===== config.mk =====
export PLATFORM = sky130hd
export DESIGN_NAME = mono_page_xposer
export DESIGN_NICKNAME = d
export VERILOG_FILES = /design/src/rtl/mono_xpose_pkg.sv /design/src/rtl/mono_xpose_geom.sv /design/src/rtl/mono_xpose_fetch.sv /design/src/rtl/mono_xpose_xbar.sv /design/src/rtl/mono_page_xposer.sv
export SDC_FILE = /design/constraint.sdc
export NUM_CORES = 1
export LEC_CHECK = 0
export ABC_AREA = 1
export ABC_CLOCK_PERIOD_IN_PS = 4100
export BUFFER_PORTS_ARGS = -buffer_cell sky130_fd_sc_hd__buf_2
export CAP_MARGIN = 0
export CORE_UTILIZATION = 50
export CTS_BUF_LIST = sky130_fd_sc_hd__clkbuf_16
export DETAILED_ROUTE_END_ITERATION = 16
export PLACE_DENSITY = 0.75
export SLEW_MARGIN = 20
export SYNTH_ARGS = -nofsm -noshare
export SYNTH_HDL_FRONTEND = slang
export SYNTH_HIERARCHICAL = 1
export SYNTH_SLANG_ARGS = --single-unit
export TNS_END_PERCENT = 1

===== constraint.sdc =====
create_clock -name clk -period 4.1 [get_ports clk]
set_clock_uncertainty 0.15 [all_clocks]
set_input_delay 0.82 -clock clk [delete_from_list [all_inputs] [get_ports clk]]
set_output_delay 0.82 -clock clk [all_outputs]
set_load 0.02 [all_outputs]

===== src/rtl/mono_xpose_pkg.sv =====
package mono_xpose_pkg;
   typedef enum logic [1:0] {
      XP_IDLE  = 2'd0,
      XP_FETCH = 2'd1,
      XP_DRAIN = 2'd2,
      XP_EMIT  = 2'd3
   } xp_state_t;

   localparam int TILE = 8;
endpackage


===== src/rtl/mono_xpose_geom.sv =====
module mono_xpose_geom #(
   parameter int PANEL_W = 128,
   parameter int PANEL_H = 64,
   parameter int XW = 7,
   parameter int WW = 8,
   parameter int YW = 6,
   parameter int HW = 7,
   parameter int RW = 7,
   parameter int PW = 3
) (
   input  logic [XW-1:0] in_x,
   input  logic [YW-1:0] in_y,
   input  logic [WW-1:0] in_w,
   input  logic [HW-1:0] in_h,
   output logic [XW-1:0] first_col,
   output logic [XW-1:0] last_col,
   output logic [RW-1:0] top_row,
   output logic [PW-1:0] pages_m1,
   output logic          nonzero
);
   localparam int SW = RW + 2;

   logic [SW-1:0] y_ext, h_ext, bot_up, bot_rnd, bot_clip, top_ext, span, npg;
   logic [XW:0]   last_ext;

   always_comb begin
      y_ext    = SW'(in_y);
      h_ext    = SW'(in_h);
      bot_up   = y_ext + h_ext + SW'(7);
      bot_rnd  = {bot_up[SW-1:3], 3'b000};
      bot_clip = (bot_rnd > SW'(PANEL_H)) ? SW'(PANEL_H) : bot_rnd;
      top_ext  = {y_ext[SW-1:3], 3'b000};
      span     = bot_clip - top_ext;
      npg      = (span >> 3) + ((span[2:0] != 3'b000) ? SW'(1) : SW'(0));
      pages_m1 = PW'(npg - SW'(1));
      top_row  = RW'(top_ext);
      nonzero  = (in_w != '0) && (in_h != '0);
      first_col = in_x;
      last_ext  = {1'b0, in_x} + (XW+1)'(in_w) - (XW+1)'(1);
      last_col  = last_ext[XW-1:0];
   end
endmodule


===== src/rtl/mono_xpose_fetch.sv =====
module mono_xpose_fetch #(
   parameter int PANEL_H = 64,
   parameter int BPR = 16,
   parameter int AW = 10,
   parameter int RW = 7,
   parameter int GW = 4
) (
   input  logic             clk,
   input  logic             rst_n,
   input  logic             issue,
   input  logic [2:0]       slot,
   input  logic [RW-1:0]    row,
   input  logic [GW-1:0]    grp,
   output logic             rd_en,
   output logic [AW-1:0]    rd_addr,
   input  logic [7:0]       rd_data,
   output logic [7:0][7:0]  tile
);
   localparam int DEPTH = BPR * PANEL_H;

   logic       row_ok;
   logic       cap_vld, cap_ok;
   logic [2:0] cap_slot;

   always_comb begin
      row_ok  = row < RW'(PANEL_H);
      rd_en   = issue && row_ok;
      rd_addr = AW'(int'(row) * BPR + int'(grp));
   end

   always_ff @(posedge clk) begin
      if (!rst_n) begin
         cap_vld  <= 1'b0;
         cap_ok   <= 1'b0;
         cap_slot <= 3'd0;
         tile     <= '0;
      end else begin
         cap_vld  <= issue;
         cap_ok   <= row_ok;
         cap_slot <= slot;
         if (cap_vld) begin
            tile[cap_slot] <= cap_ok ? rd_data : 8'h00;
         end
      end
   end

   assert_addr_range_R2: assert property (@(posedge clk) disable iff (!rst_n)
      rd_en |-> ({1'b0, rd_addr} < (AW+1)'(DEPTH)));

   assert_no_read_past_panel_R5: assert property (@(posedge clk) disable iff (!rst_n)
      rd_en |=> (cap_ok && cap_vld));
endmodule


===== src/rtl/mono_xpose_xbar.sv =====
module mono_xpose_xbar (
   input  logic [7:0][7:0] tile,
   input  logic [2:0]      sel,
   output logic [7:0]      col_byte
);
   for (genvar k = 0; k < 8; k++) begin : g_bit
      assign col_byte[k] = tile[k][sel];
   end
endmodule


===== src/rtl/mono_page_xposer.sv =====
module mono_page_xposer #(
   parameter int PANEL_W = 128,
   parameter int PANEL_H = 64,
   localparam int XW  = $clog2(PANEL_W),
   localparam int WW  = $clog2(PANEL_W + 1),
   localparam int YW  = $clog2(PANEL_H),
   localparam int HW  = $clog2(PANEL_H + 1),
   localparam int BPR = (PANEL_W + 7) / 8,
   localparam int AW  = $clog2(BPR * PANEL_H)
) (
   input  logic          clk,
   input  logic          rst_n,
   input  logic          in_start,
   input  logic [XW-1:0] in_x,
   input  logic [YW-1:0] in_y,
   input  logic [WW-1:0] in_w,
   input  logic [HW-1:0] in_h,
   output logic          busy,
   output logic          rd_en,
   output logic [AW-1:0] rd_addr,
   input  logic [7:0]    rd_data,
   output logic          out_valid,
   input  logic          out_ready,
   output logic [7:0]    out_data,
   output logic          out_page_last,
   output logic          out_rect_last
);
   import mono_xpose_pkg::*;

   localparam int NPG = (PANEL_H + 7) / 8;
   localparam int PW  = (NPG > 1) ? $clog2(NPG) : 1;
   localparam int RW  = $clog2(PANEL_H + 8);
   localparam int GW  = (BPR > 1) ? $clog2(BPR) : 1;

   if (PANEL_W < 8 || PANEL_H < 8) begin : g_bad_size
      $error("panel dimensions must be at least one tile");
   end

   xp_state_t       st;
   logic [2:0]      slot;
   logic [XW-1:0]   col, first_c, last_c;
   logic [RW-1:0]   page_row, fetch_row;
   logic [PW-1:0]   pg, pg_m1;
   logic [GW-1:0]   grp;
   logic [7:0][7:0] tile;
   logic            at_end, pg_last, fire;

   logic [XW-1:0] g_first, g_last;
   logic [RW-1:0] g_top;
   logic [PW-1:0] g_pm1;
   logic          g_ok;

   mono_xpose_geom #(
      .PANEL_W(PANEL_W), .PANEL_H(PANEL_H), .XW(XW), .WW(WW),
      .YW(YW), .HW(HW), .RW(RW), .PW(PW)
   ) u_geom (
      .in_x(in_x), .in_y(in_y), .in_w(in_w), .in_h(in_h),
      .first_col(g_first), .last_col(g_last), .top_row(g_top),
      .pages_m1(g_pm1), .nonzero(g_ok)
   );

   always_comb begin
      fetch_row = page_row + RW'(slot);
      grp       = GW'(col >> 3);
   end

   mono_xpose_fetch #(
      .PANEL_H(PANEL_H), .BPR(BPR), .AW(AW), .RW(RW), .GW(GW)
   ) u_fetch (
      .clk(clk), .rst_n(rst_n), .issue(st == XP_FETCH), .slot(slot),
      .row(fetch_row), .grp(grp), .rd_en(rd_en), .rd_addr(rd_addr),
      .rd_data(rd_data), .tile(tile)
   );

   mono_xpose_xbar u_xbar (
      .tile(tile), .sel(col[2:0]), .col_byte(out_data)
   );

   always_comb begin
      busy          = (st != XP_IDLE);
      out_valid     = (st == XP_EMIT);
      at_end        = (col == last_c);
      pg_last       = (pg == pg_m1);
      fire          = out_valid && out_ready;
      out_page_last = out_valid && at_end;
      out_rect_last = out_page_last && pg_last;
   end

   always_ff @(posedge clk) begin
      if (!rst_n) begin
         st       <= XP_IDLE;
         slot     <= 3'd0;
         col      <= '0;
         first_c  <= '0;
         last_c   <= '0;
         page_row <= '0;
         pg       <= '0;
         pg_m1    <= '0;
      end else begin
         case (st)
            XP_IDLE: begin
               if (in_start && g_ok) begin
                  first_c  <= g_first;
                  last_c   <= g_last;
                  col      <= g_first;
                  page_row <= g_top;
                  pg       <= '0;
                  pg_m1    <= g_pm1;
                  slot     <= 3'd0;
                  st       <= XP_FETCH;
               end
            end
            XP_FETCH: begin
               slot <= slot + 3'd1;
               if (slot == 3'd7) st <= XP_DRAIN;
            end
            XP_DRAIN: st <= XP_EMIT;
            XP_EMIT: begin
               if (fire) begin
                  if (at_end) begin
                     if (pg_last) begin
                        st <= XP_IDLE;
                     end else begin
                        pg       <= pg + PW'(1);
                        page_row <= page_row + RW'(8);
                        col      <= first_c;
                        slot     <= 3'd0;
                        st       <= XP_FETCH;
                     end
                  end else begin
                     col <= col + XW'(1);
                     if (col[2:0] == 3'd7) begin
                        slot <= 3'd0;
                        st   <= XP_FETCH;
                     end
                  end
               end
            end
            default: st <= XP_IDLE;
         endcase
      end
   end

   assert_hold_R8: assert property (@(posedge clk) disable iff (!rst_n)
      (out_valid && !out_ready) |=> (out_valid && $stable(out_data)
         && $stable(out_page_last) && $stable(out_rect_last)));

   assert_flag_nest_R7: assert property (@(posedge clk) disable iff (!rst_n)
      out_rect_last |-> (out_page_last && out_valid));

   assert_idle_quiet_R1: assert property (@(posedge clk) disable iff (!rst_n)
      !busy |-> (!out_valid && !rd_en));

   assert_finish_idle_R6: assert property (@(posedge clk) disable iff (!rst_n)
      (out_valid && out_ready && out_rect_last) |=> !busy);

   assert_start_ignored_R9: assert property (@(posedge clk) disable iff (!rst_n)
      (busy && in_start && !(out_valid && out_ready && out_rect_last)) |=> busy);
endmodule


After elaboration in Yosys (flattened, before gate mapping)
Cells that the tools add are included.

storage, ports and cells
  output and inout port bits = 23
  bits of input ports = 40
  word-level logic and storage cells = 119
  register bits = 108

cells by class
  mux-type cells = 49
  magnitude comparators = 5
  reduce and logical (&&, ||, !) cells = 19
  $add $sub $neg = 13
  eq/ne operators = 14

operator list
  kind                 number
  $bwmux 64            1
  $mux 7               8
  $pmux 7 s2           2
  $bmux 1 s3           8
  $demux 8 s3          1
  $mux 3               8
  $mux 8               2
  $add 10x4->10        1
  $mux 1               10
  $mux 2               5
  $reduce_and 5->1     2
  $add 8x3->9 const B  1
  $gt 9x7->1 const B   1
  $pmux 3 s3           1
  $add 6x7->8          1
  $lt 3x4->1 const B   2
  $pmux 2 s4           1
  $reduce_and 4->1     2
  $reduce_bool 8->1    1
  $add 7x1->7 const B  1
  $add 7x3->7          1
  $add 7x4->7 const B  1
  $add 7x7->7          1
  $eq 7x7->1           1
  other kinds (23)     37

Logic depth before layout (Yosys ltp)
  depth after elaboration = 9
  depth in mapped cells = 27
  gate-level depth less buffers = 27

Hierarchy
Netlist, hierarchy kept.

modules (own cells, without submodules)
  module            cells each  seq. area each (sq um)  instances  area an instance (sq um)
  mono_xpose_fetch  418         1381.3                  1          2886.5
  mono_page_xposer  337         780.7                   1          2308.5
  mono_xpose_geom   155         0.0                     1          1022.2
  mono_xpose_xbar   214         0.0                     1          933.4

Worst setup path after synthesis
OpenSTA, ideal clock, no wires.

  kind = input to register
  start point = input port in_y[3]
  end point = register pg_m1[2]
  stages = 22
  arrival time = 3580 ps
  path slack = 254 ps
  data required time = 3834 ps
  library setup time = 116 ps
  path buffers = 0
  cells stage by stage = ha_1 ha_1 a21oi_2 inv_1 nand2_2 nand3_2 nand2_2 nand2_2 nand2_2 nand3_1 ha_1 inv_1 fa_1 inv_1 ha_1 xor2_1 xor2_1 inv_1 nand4_1 nand2_1 nor2_1 nor2_1

on the way
  word-level cells in the longest chain between the ends = 7

RTL lines
  element               RTL line                 source
  from (decl)           mono_page_xposer.sv:15   input logic [YW-1:0] in_y,
  $add 6x7->8           mono_xpose_geom.sv:29    bot_up = y_ext + h_ext + SW'(7);
  $add 8x3->9           mono_xpose_geom.sv:29
  $gt 9x7->1            mono_xpose_geom.sv:31    bot_clip = (bot_rnd > SW'(PANEL_H)) ? SW'(PANEL_H) : bot_rnd;
  $mux 6                mono_xpose_geom.sv:31
  $sub 6x6->6 *         mono_xpose_geom.sv:33    span = bot_clip - top_ext;
  $add 3x3->3 *         mono_xpose_geom.sv:34    npg = (span >> 3) + ((span[2:0] != 3'b000) ? SW'(1) : SW'(0));
  $sub 3x1->3 *         mono_xpose_geom.sv:35    pages_m1 = PW'(npg - SW'(1));
  net g_pm1[2]          mono_page_xposer.sv:50   logic [PW-1:0] g_pm1;
  to (signal assigned)  mono_page_xposer.sv:108  pg_m1 <= g_pm1;
  to (decl)             mono_page_xposer.sv:43   logic [PW-1:0] pg, pg_m1;

The timed path passes the listed nets; every way through them passes the cells marked *.
A chain may end at the register's enable or synchronous reset.

Worst setup path after layout
  start point = input port in_y[4]
  end point = register pg_m1[2]

The elaborated chain is that of the path after synthesis.

==> reports/qor.yml <==
run_status:
  outcome: "finished clean"
power_and_ir_drop:
  fin_total_pwr_w: 0.00407
  power_density_mw_per_mm2: 533
  ir_worst_vdd_mv: 0.243
  intPower_w: 0.00230
  netSwitchingPower_w: 0.00178
  power_frac_clock: 0.206
  power.share.sequential: 0.339
  p_sw_frac: 0.436
  pwr-share-comb: 0.455
  p_leak_nw: 4.06
synth:
  synth_top_area_cell: "dfxtp_1"
  synth_edf_count: 0
  synth.top_cell.area_share: 0.302
  synth_warnings: 6
  synth_area_leaders: "dfxtp_1 (30%), nand2_1 (16%), inv_1 (10%)"
  synth_cell_types: 43
  synth-seq-area-share: 0.302
  ys_ff_latch: 108
  synthArstFlopShare: 0
  syn_area_mm2: 0.00715
  synth_ff_type: "dfxtp_1"
  avgSynthCellArea_um2: 6.36
  syn_inst: 1124
critical_path:
  critical_path_class: "primary input to register"
  crit_path_top_delay_cell: "fa_1"
  cp.required_ns: 4.19
  critPathMaxStageDelay_ns: 0.42
  crit_chain: "buf_2 > ha_1 > ha_1 > nand2_1 > clkinv_1 > nand3_1 > nand3_2 > nand2_2 > nand2_2 > nand2_2 > nand3_1 > ha_1 > inv_1 > fa_1 > inv_1 > ha_1 > xor2_1 > xor2_1 > inv_1 > nand4_1 > nand2_1 > nor2_1 > nor2_1"
  setup.worst_path.end_class: "register"
  critPathArrivalTime_ns: 3.94
  cp_max_fo: 5
  start_kind: "primary input"
  cp_common_cell: "ha_1"
detailed_routing:
  ant_nets: 0
  firstDrtPassIters: 4
  drc: 0
  drtIter0Drc: 372
  wirelength_um: 15700
  routed_via_density: 4.73
  wl_per_cell_um: 11.7
  num_vias: 6325
timing:
  finalMaxSlewViolations: 0
  max_freq_ghz: 0.260
  whs_ns: 0.301
  worstMarginPinSlew_ns: 0.778
  fin_crit_ns: 3.84
  rsz0062_at_grt: "no"
  setup_viol: 0
  hold_violations: 0
  period_share: 0.937
  relSlewSlack: 0.481
min_path:
  hold_class: "register to register"
cells_and_area:
  final_cell_count_no_fill: 1338
  nets: 1233
  final_common_cell: "nand2_1"
  final_cell_mix: "nand2_1 (304), inv_1 (193), nor2_1 (163), dfxtp_1 (108), nand3_1 (68)"
  n_antenna_cell: 0
  drive_gt1_frac: 0.140
  area_growth_pct: 7.00
global_routing:
  grt_pass1_vias: 5612
  grt_max_degree: 42
  grt_pass1_wl_um: 26200
  grt_overflow_total: 0
  grt_util_all_layers: 0.223
  antenna_found_initial: 0
die:
  die_h_um: 122
  core_area_mm2: 0.0139
  die_w_um: 122
  boundaryPins: 63
  fp.dieArea_mm2: 0.0148
  initial_utilization: 0.513
  rows: 43
clock_network:
  clkSinkCount: 108
  hold_buffers: 0
  cts_max_level: 3
  cts_made_buffers: 9
  cts_root_buf: "clkbuf_16"
  path_clk_slew_ns: 0.07
  clk_latency_ns: 0.36
  clk_path_buf_depth: 2
  cts_tree: "built"
  cts_resized: 0
  post_cts_buffers: 0
placed_design:
  dp.final_hpwl_um: 11100
  numPortBuffers: 62
  placed_cells: 1323
  gp_congestion: 0.846
run:
  cap_viol_max_count: 0
logic make-up (layout without fill, tap and decap cells):
| kind of cell | Yosys count | count (layout) | share of synthesized area |
|---|---|---|---|
| XOR/XNOR | 21 | 21 | 0.0257 |
| other | 1 | 4 | 0.000524 |
| flip-flops | 108 | 108 | 0.302 |
| AND/OR/NAND/NOR | 608 | 608 | 0.368 |
| AO/OA/AOI/OAI | 87 | 87 | 0.0672 |
| adder cells (fa/ha/maj) | 39 | 39 | 0.0714 |
| buffers and inverters | 260 | 291 | 0.164 |
sequential cells by signal, indices dropped and copies added (netlist names):
name and cells:
u_fetch/cap_ok 1, pg 3, u_fetch/cap_vld 1, first_c 7, slot 3, pg_m1 3, page_row 7, st 2
col 7, last_c 7, u_fetch/tile 64, u_fetch/cap_slot 3
metal layers:
metal	GRT usage	routed length, µm
met5	0	0
met4	0.0633	226
met3	0.0445	639
met2	0.394	7630
met1	0.274	7160
final cells by class:
class / instances / area [µm²]
Clock buffer: 9 / 225
Clock inverter: 6 / 50.0
Tap cell: 180 / 225
Fill cell: 1400 / 6280
Timing Repair Buffer: 73 / 393
Sequential cell: 108 / 2160
Inverter: 203 / 769
Multi-Input combinational cell: 759 / 3830
Yosys cell counts (2+ instances only):
cell type,number
a21o_1,2
a21oi_1,32
a21oi_2,2
buf_2,6
buf_4,28
buf_6,7
clkbuf_1,13
clkinv_1,2
dfxtp_1,108
fa_1,3
ha_1,36
inv_1,190
inv_2,9
nand2_1,304
nand2_2,29
nand2_4,3
nand3_1,68
nand3_2,4
nand3b_1,2
nand4_1,4
nor2_1,163
nor2_2,15
nor2_4,7
nor3_1,3
nor4_1,2
o21ai_0,36
o21ai_1,11
xnor2_1,6
xor2_1,15
path summary, 6_finish.rpt:
path                                 start          to  slack (ns)  depth (start not counted)
worst min register to register  first_c[6]  first_c[6]        0.30                          2
worst max register to register       st[1]   last_c[3]        1.72                          7
worst min-delay path            first_c[6]  first_c[6]        0.30                          2
worst max-delay path               in_y[4]    pg_m1[2]        0.26                         23
power groups by stage:
stage | logic, W | clock network (W) | registers (W)
2_1_floorplan | 0.00155 | 0 | 0.00135
5_1_grt | 0.00210 | 0.000901 | 0.00141
6_report | 0.00185 | 0.000839 | 0.00138
3_5_place_dp | 0.00185 | 0 | 0.00141
3_3_place_gp | 0.00182 | 0 | 0.00140
4_1_cts | 0.00186 | 0.000862 | 0.00138
metrics by stage:
stage / TNS (ns) / util / area (µm²) / setup slack, ns
after detailed placement: -0.0850 / 0.529 / 7370 / -0.0850
after global routing: 0 / 0.549 / 7650 / 0.0118
after floorplan: 0 / - / 7160 / 0.254
after CTS: 0 / 0.549 / 7650 / 0.282
final: 0 / 0.549 / 7650 / 0.260
after global placement: 0 / 0.529 / 7370 / 0.00820
worst max-delay path: cells and delay by family:
family                   cells  cell delay (ns)
adder cells (fa/ha/maj)      5             1.42
AND/OR/NAND/NOR             11             0.88
buffers and inverters        5             0.41
XOR/XNOR                     2             0.41
Note: power is estimated with default switching activity, not from simulation.
